--- src/rtl/usb_devaddr_pkg.sv ---
// Package: shared constants for the device address control unit.
// Assumes a seven-bit USB address and an eight-bit command code space.
package usb_devaddr_pkg;
    localparam int DEF_ADDR_W = 7;
    localparam int DEF_CODE_W = 8;
    localparam logic [DEF_CODE_W-1:0] DEF_WR_CODE = 8'hB6;
    localparam logic [DEF_CODE_W-1:0] DEF_RD_CODE = 8'hB7;
endpackage

--- src/rtl/devaddr_cmd_dec.sv ---
// Module: decodes the command port into a write strobe and a read strobe.
// Assumes at most one command per cycle. Unknown codes yield no strobe.
module devaddr_cmd_dec #(
    parameter int                CODE_W  = usb_devaddr_pkg::DEF_CODE_W,
    parameter logic [CODE_W-1:0] WR_CODE = usb_devaddr_pkg::DEF_WR_CODE,
    parameter logic [CODE_W-1:0] RD_CODE = usb_devaddr_pkg::DEF_RD_CODE
) (
    input  logic              cmd_valid,
    input  logic [CODE_W-1:0] cmd_code,
    output logic              wr_stb,
    output logic              rd_stb
);
    // Compare the code against both command values.
    always_comb begin
        wr_stb = cmd_valid && (cmd_code == WR_CODE);
        rd_stb = cmd_valid && (cmd_code == RD_CODE);
    end
endmodule

--- src/rtl/devaddr_prog_reg.sv ---
// Module: programmable address register seen by firmware, plus the read path.
// Assumes wr_stb and rd_stb are never both high. A bus reset is not an input here,
// so the stored value survives bus resets by construction.
module devaddr_prog_reg #(
    parameter int ADDR_W = usb_devaddr_pkg::DEF_ADDR_W,
    localparam int REG_W = ADDR_W + 1
) (
    input  logic              clk,
    input  logic              rst_n,
    input  logic              wr_stb,
    input  logic              rd_stb,
    input  logic [REG_W-1:0]  wr_data,
    output logic              prog_en,
    output logic [ADDR_W-1:0] prog_addr,
    output logic              rd_valid,
    output logic [REG_W-1:0]  rd_data
);
    // Store enable and address on a write command.
    always_ff @(posedge clk) begin
        if (!rst_n) begin
            prog_en   <= 1'b0;
            prog_addr <= '0;
        end else if (wr_stb) begin
            prog_en   <= wr_data[REG_W-1];
            prog_addr <= wr_data[ADDR_W-1:0];
        end
    end

    // Present the register one cycle after a read command.
    always_ff @(posedge clk) begin
        if (!rst_n) begin
            rd_valid <= 1'b0;
            rd_data  <= '0;
        end else begin
            rd_valid <= rd_stb;
            if (rd_stb) rd_data <= {prog_en, prog_addr};
        end
    end
endmodule

--- src/rtl/devaddr_active_reg.sv ---
// Module: active address copy used by token matching, and the pending flag.
// Assumes commit arrives as a single-cycle pulse. The bus reset wins over a commit,
// and a write in the same cycle as either one still arms pending.
module devaddr_active_reg #(
    parameter int ADDR_W = usb_devaddr_pkg::DEF_ADDR_W
) (
    input  logic              clk,
    input  logic              rst_n,
    input  logic              wr_stb,
    input  logic              commit,
    input  logic              bus_reset,
    input  logic              prog_en,
    input  logic [ADDR_W-1:0] prog_addr,
    output logic              act_en,
    output logic [ADDR_W-1:0] act_addr,
    output logic              pending
);
    // Update the active copy on a bus reset or on a qualified commit.
    always_ff @(posedge clk) begin
        if (!rst_n) begin
            act_en   <= 1'b0;
            act_addr <= '0;
        end else if (bus_reset) begin
            act_en   <= 1'b1;
            act_addr <= '0;
        end else if (commit && pending) begin
            act_en   <= prog_en;
            act_addr <= prog_addr;
        end
    end

    // Track whether a written address still awaits its commit.
    always_ff @(posedge clk) begin
        if (!rst_n)                    pending <= 1'b0;
        else if (wr_stb)               pending <= 1'b1;
        else if (bus_reset || commit)  pending <= 1'b0;
    end
endmodule

--- src/rtl/devaddr_tok_match.sv ---
// Module: combinational token address comparator against the active copy.
// Assumes tok_addr is stable while tok_valid is high.
module devaddr_tok_match #(
    parameter int ADDR_W = usb_devaddr_pkg::DEF_ADDR_W
) (
    input  logic              tok_valid,
    input  logic [ADDR_W-1:0] tok_addr,
    input  logic              act_en,
    input  logic [ADDR_W-1:0] act_addr,
    output logic              tok_hit
);
    // Report a hit only for an enabled device with an equal address.
    always_comb tok_hit = tok_valid && act_en && (tok_addr == act_addr);
endmodule

--- src/rtl/usb_devaddr_ctrl.sv ---
// Module: top of the device address control unit. It joins the command decode,
// the programmable register, the active copy and the token comparator.
// Assumes a single clock domain, with all inputs synchronous to clk.
module usb_devaddr_ctrl #(
    parameter int                CODE_W  = usb_devaddr_pkg::DEF_CODE_W,
    parameter int                ADDR_W  = usb_devaddr_pkg::DEF_ADDR_W,
    parameter logic [CODE_W-1:0] WR_CODE = usb_devaddr_pkg::DEF_WR_CODE,
    parameter logic [CODE_W-1:0] RD_CODE = usb_devaddr_pkg::DEF_RD_CODE,
    localparam int               REG_W   = ADDR_W + 1
) (
    input  logic              clk,
    input  logic              rst_n,
    input  logic              cmd_valid,
    input  logic [CODE_W-1:0] cmd_code,
    input  logic [REG_W-1:0]  cmd_wdata,
    output logic              rd_valid,
    output logic [REG_W-1:0]  rd_data,
    input  logic              bus_reset,
    input  logic              commit_ack,
    input  logic              tok_valid,
    input  logic [ADDR_W-1:0] tok_addr,
    output logic              tok_hit,
    output logic              act_en,
    output logic [ADDR_W-1:0] act_addr,
    output logic              addr_pending
);
    logic              wr_stb;
    logic              rd_stb;
    logic              prog_en;
    logic [ADDR_W-1:0] prog_addr;

    devaddr_cmd_dec #(.CODE_W(CODE_W), .WR_CODE(WR_CODE), .RD_CODE(RD_CODE)) u_dec (
        .cmd_valid (cmd_valid),
        .cmd_code  (cmd_code),
        .wr_stb    (wr_stb),
        .rd_stb    (rd_stb)
    );

    devaddr_prog_reg #(.ADDR_W(ADDR_W)) u_prog (
        .clk       (clk),
        .rst_n     (rst_n),
        .wr_stb    (wr_stb),
        .rd_stb    (rd_stb),
        .wr_data   (cmd_wdata),
        .prog_en   (prog_en),
        .prog_addr (prog_addr),
        .rd_valid  (rd_valid),
        .rd_data   (rd_data)
    );

    devaddr_active_reg #(.ADDR_W(ADDR_W)) u_act (
        .clk       (clk),
        .rst_n     (rst_n),
        .wr_stb    (wr_stb),
        .commit    (commit_ack),
        .bus_reset (bus_reset),
        .prog_en   (prog_en),
        .prog_addr (prog_addr),
        .act_en    (act_en),
        .act_addr  (act_addr),
        .pending   (addr_pending)
    );

    devaddr_tok_match #(.ADDR_W(ADDR_W)) u_match (
        .tok_valid (tok_valid),
        .tok_addr  (tok_addr),
        .act_en    (act_en),
        .act_addr  (act_addr),
        .tok_hit   (tok_hit)
    );
endmodule

--- config.mk ---
export PLATFORM = sky130hd
export DESIGN_NAME = usb_devaddr_ctrl
export DESIGN_NICKNAME = d
export VERILOG_FILES = /design/src/rtl/usb_devaddr_pkg.sv /design/src/rtl/devaddr_cmd_dec.sv /design/src/rtl/devaddr_prog_reg.sv /design/src/rtl/devaddr_active_reg.sv /design/src/rtl/devaddr_tok_match.sv /design/src/rtl/usb_devaddr_ctrl.sv
export SDC_FILE = /design/constraint.sdc
export NUM_CORES = 1
export LEC_CHECK = 0
export BUFFER_PORTS_ARGS = -buffer_cell sky130_fd_sc_hd__buf_2
export CORE_MARGIN = 1.5
export CORE_UTILIZATION = 49
export DETAILED_ROUTE_END_ITERATION = 7
export PLACE_DENSITY_LB_ADDON = 0.2
export SLEW_MARGIN = 20
export SYNTH_ARGS = -nofsm -noshare
export SYNTH_HDL_FRONTEND = slang
export SYNTH_SLANG_ARGS = --single-unit
--- constraint.sdc ---
create_clock -name clk -period 2.2 [get_ports clk]
set_input_delay 0.22 -clock clk [delete_from_list [all_inputs] [get_ports clk]]
set_output_delay 0.22 -clock clk [all_outputs]
set_load 0.02 [all_outputs]
# Yosys cells after proc, flatten, opt, wreduce, memory -nomap -nowiden
# Cells that the tools add are included.
dict set report word_totals {
  wordCells 24
  latch_bits 0
  mem_bits_ro 0
  register_bits 26
  mem_count 0
  mem_bits_rw 0
}
dict set report classes {
  reduce_logical 9
  mux 4
  shift 0
  n_lt_le_gt_ge 0
  mul 0
  n_eq_ne 3
  div 0
  n_addsub 0
  n_bitwise 1
}
# cell n
set op_table {}
lappend op_table {{equality test 8 bit, second input constant} 2}
lappend op_table {{equality test 7 bit} 1}
lappend op_table {{logical AND 1 bit} 5}
lappend op_table {{2-to-1 mux 1 bit} 4}
lappend op_table {{nonzero test 2 bit} 2}
lappend op_table {{OR reduction 2 bit} 1}
lappend op_table {{logical OR 1 bit} 1}
lappend op_table {{inverter 1 bit} 1}

# Logic depth before layout (Yosys ltp)
dict set report depth {
  ltp_word 3
  ltp_mapped 4
  depth_no_buf 3
}

# Cells and area by module
# Synthesis repeated with hierarchy kept, for this count alone.
dict set report unflattened {
  cells_unflattened 108
  area_unflattened_um2 1164.9
}
# module instances cells_each seq_area_each_um2 area_per_inst_um2
set by_module_without_submodules {}
lappend by_module_without_submodules {devaddr_prog_reg 1 53 340.3 634.4}
lappend by_module_without_submodules {devaddr_active_reg 1 40 180.2 414.1}
lappend by_module_without_submodules {devaddr_tok_match 1 10 0.0 85.1}
lappend by_module_without_submodules {devaddr_cmd_dec 1 5 0.0 31.3}

# Least setup slack after synthesis
# Ideal clock, no wire load.
dict set report synth_path {
  path_type {register -> output}
  from {reg u_act.act_addr[2]}
  to {out tok_hit}
  path_stages_with_launch 4
  arrival_time_ns 1.375
  setup_slack_ns 0.605
  path_cell_list {dfxtp_1 -> xnor2_1 -> nand3_1 -> nor4_1}
}
dict set report synth_between {
  elab_chain_len 2
}
# element line_no
set synth_rtl {}
lappend synth_rtl {{start: declaration} devaddr_active_reg.sv:15} ;# output logic [ADDR_W-1:0] act_addr,
lappend synth_rtl {{start signal: assignment} devaddr_active_reg.sv:28} ;# act_addr <= prog_addr;
lappend synth_rtl {{equality test 7 bit} devaddr_tok_match.sv:13} ;# always_comb tok_hit = tok_valid && act_en && (tok_addr == act_addr);
lappend synth_rtl {{logical AND 1 bit} devaddr_tok_match.sv:13}
lappend synth_rtl {{end: declaration} usb_devaddr_ctrl.sv:22} ;# output logic tok_hit,
# Every way passes these cells.

# Worst setup path in the final report
# Same ends and word-level chain as after synthesis.

==> flow_metrics.env <==
export IMPL_status="completed"
export IMPL_track_usage=0.192
export IMPL_leakagePower_nw=0.634
export IMPL_cts_setup_buffers=0
export IMPL_cts_buffer_depth=2
export IMPL_fin_hold_ws_ns=0.126
export IMPL_hold_violations=0
export IMPL_antenna_cells=0
export IMPL_rsz0062_at_grt="false"
export IMPL_drtIter0Drc=13
export IMPL_htree_levels=1
export IMPL_place_congestion=0.722
export IMPL_core_area_um2=2000
export IMPL_crit_path_start_kind="register"
export IMPL_fin_crit_sh=0.710
export IMPL_hold_buffers=0
export IMPL_cp_cell_sequence="xnor2_1 -> nand3_1 -> nor4_1 -> buf_2"
export IMPL_initial_utilization=0.533
export IMPL_antenna_found_initial=0
export IMPL_ios=48
export IMPL_fin_crit_ns=1.56
export IMPL_cts_tree="built"
export IMPL_drive_gt1_frac=0.319
export IMPL_hpwlAfterDp_um=1660
export IMPL_rows=16
export IMPL_cts_made_buffers=3
export IMPL_synthCells=118
export IMPL_synth_top_area_frac=0.488
export IMPL_timing_fmax_mhz=640
export IMPL_finalSetupViolations=0
export IMPL_synth_seq_cells=26
export IMPL_critPathMaxStageDelay_ns=0.38
export IMPL_p_per_area_nw_per_um2=570
export IMPL_antenna_left=0
export IMPL_critPathBufInv=1
export IMPL_finalSetupTns_ns=0
export IMPL_num_vias=971
export IMPL_clk_latency_ns=0.32
export IMPL_fp_dieW_um=49.7
export IMPL_synth_area_top_cells="dfxtp_1, mux2i_1, nand2_1, xnor2_1, nand3_1"
export IMPL_wl_um=2190
export IMPL_yosysWarnings=0
export IMPL_area_growth_pct=25.7
export IMPL_syn_cell_area_um2=1070
export IMPL_overflow=0
export IMPL_maxSlewHeadroom=0.691
export IMPL_endpoint_kind="output pin"
export IMPL_fp_dieH_um=49.7
export IMPL_ir_worst_vdd_mv=0.352
export IMPL_hp_class="in -> reg"
export IMPL_grt_pass1_wl_um=3650
export IMPL_nets=193
export IMPL_grt_max_degree=28
export IMPL_clock_skew_ns=0.00722
export IMPL_clock_sinks=26
export IMPL_critical_path_peak_fanout=3
export IMPL_ys_types=23
export IMPL_post_dp_cell_area_um2=1310
export IMPL_drv_cap=0
export IMPL_path_class="reg -> out"
export IMPL_required_ns=1.98
export IMPL_layout_setup_ws_ns=0.638
export IMPL_drc_errors=0
export IMPL_cp_top_family="flip-flops"
export IMPL_final_area_um2=1340
export IMPL_grt_pass1_vias=876
export IMPL_cts_root_buf="clkbuf_4"
export IMPL_cts_repair_resized=0
export IMPL_routedWlPerCell_um=11.5
export IMPL_cp_arrival_ns=1.34
export IMPL_place_ws_ns=0.792
export IMPL_fin_util=0.670
export IMPL_yosysTopAreaCell="dfxtp_1"
export IMPL_drv_slew=0
export IMPL_max_slew_worst_pin_slew_ns=0.463
export IMPL_drt_pass1_iter_count=5
export IMPL_dieArea_um2=2470
export IMPL_viasPerCell=5.11
export IMPL_avgSynthCellArea_um2=9.04
export IMPL_syn_nets=147
export IMPL_slowest_stage="dfxtp_1"
export IMPL_io_buffers=47
export IMPL_clkSlewWorstSetupHoldPaths_ns=0.14
export IMPL_seq_area_frac_synth=0.488
worst min-delay path: cells and delay by family:
family | cells | cell delay [ns]
buf+inv | 1 | 0.09
mux | 1 | 0.05
simple gates | 1 | 0.04
report_power, final:
part / total, W / internal (W) / switching (W)
Combinational: 0.0000545 / 0.0000269 / 0.0000276
Sequential: 0.000473 / 0.000472 / 0.00000110
Clock: 0.000236 / 0.000101 / 0.000135
Total: 0.000764 / 0.000600 / 0.000164
per-stage QoR:
step	cells	total power (W)
after floorplan	118	0.000509
after global placement	186	0.000536
after detailed placement	186	0.000538
after CTS	190	0.000777
after global routing	190	0.000797
final	190	0.000764
routing by layer:
metal | up-vias | global-route usage | wire (um) | share of wire
li1 | 483 | - | - | -
met1 | 450 | 0.236 | 952 | 0.44
met2 | 34 | 0.311 | 1070 | 0.49
met3 | 4 | 0.0394 | 129 | 0.059
met4 | 0 | 0.106 | 34 | 0.016
met5 | - | 0 | 0 | 0
cell type report:
| cell class | instances | area, um^2 |
|---|---|---|
| Tap cell | 27 | 33.8 |
| Fill cell | 179 | 661 |
| Clock buffer | 4 | 36.3 |
| Multi-Input combinational cell | 83 | 500 |
| Timing Repair Buffer | 48 | 243 |
| Inverter | 2 | 7.51 |
| Sequential cell | 26 | 520 |
cells in the mapped netlist:
library cell / n
nand2_1: 32
nor4_1: 1
nor3b_1: 1
o21a_1: 1
xor2_1: 2
nor2_1: 2
nand4b_1: 2
buf_6: 1
a21oi_1: 7
nand3_1: 8
and3_1: 1
xnor2_1: 5
nand2b_1: 1
nand4_1: 1
clkbuf_1: 1
buf_2: 4
inv_1: 2
nor3_1: 1
a211oi_1: 1
mux2i_1: 16
dfxtp_1: 26
buf_1: 1
or3_1: 1
state kept, by name, summed over array words and instances (netlist names):
name / cells
u_act.pending: 1
u_act.act_addr: 7
u_act.act_en: 1
u_prog.rd_valid: 1
u_prog.prog_en: 1
u_prog.prog_addr: 7
u_prog.rd_data: 8
cells in the final DEF (no fill, tap or decap), drive strengths merged, types with 2 or more instances in the layout:
| cell type | Yosys | layout |
|---|---|---|
| a21oi | 7 | 7 |
| buf | 6 | 48 |
| clkbuf | 1 | 4 |
| dfxtp | 26 | 26 |
| inv | 2 | 2 |
| mux2i | 16 | 16 |
| nand2 | 32 | 32 |
| nand3 | 8 | 8 |
| nand4b | 2 | 2 |
| nor2 | 2 | 2 |
| xnor2 | 5 | 5 |
| xor2 | 2 | 2 |
cells by family after synthesis:
logic type | count (synthesis) | share of synthesized area
flip-flops | 26 | 0.488
buffers and inverters | 9 | 0.0434
XOR/XNOR | 7 | 0.0574
AO/OA/AOI/OAI | 9 | 0.0469
AND/OR/NAND/NOR | 51 | 0.215
multiplexers | 16 | 0.150
path summary, 6_finish.rpt:
kind,from,end,slack [ns],cells past startpoint
max,u_act.act_addr[2]$_SDFFE_PP0P_,tok_hit,0.64,4
min,cmd_wdata[5],u_prog.prog_addr[5]$_SDFFE_PN0P_,0.13,3
max reg2reg,u_act.pending$_SDFFE_PN0P_,u_act.act_en$_SDFFE_PN0P_,0.99,3
min reg2reg,u_prog.rd_data[2]$_SDFFE_PN0P_,u_prog.rd_data[2]$_SDFFE_PN0P_,0.46,2
No activity file was read; power rests on OpenSTA's default activity.
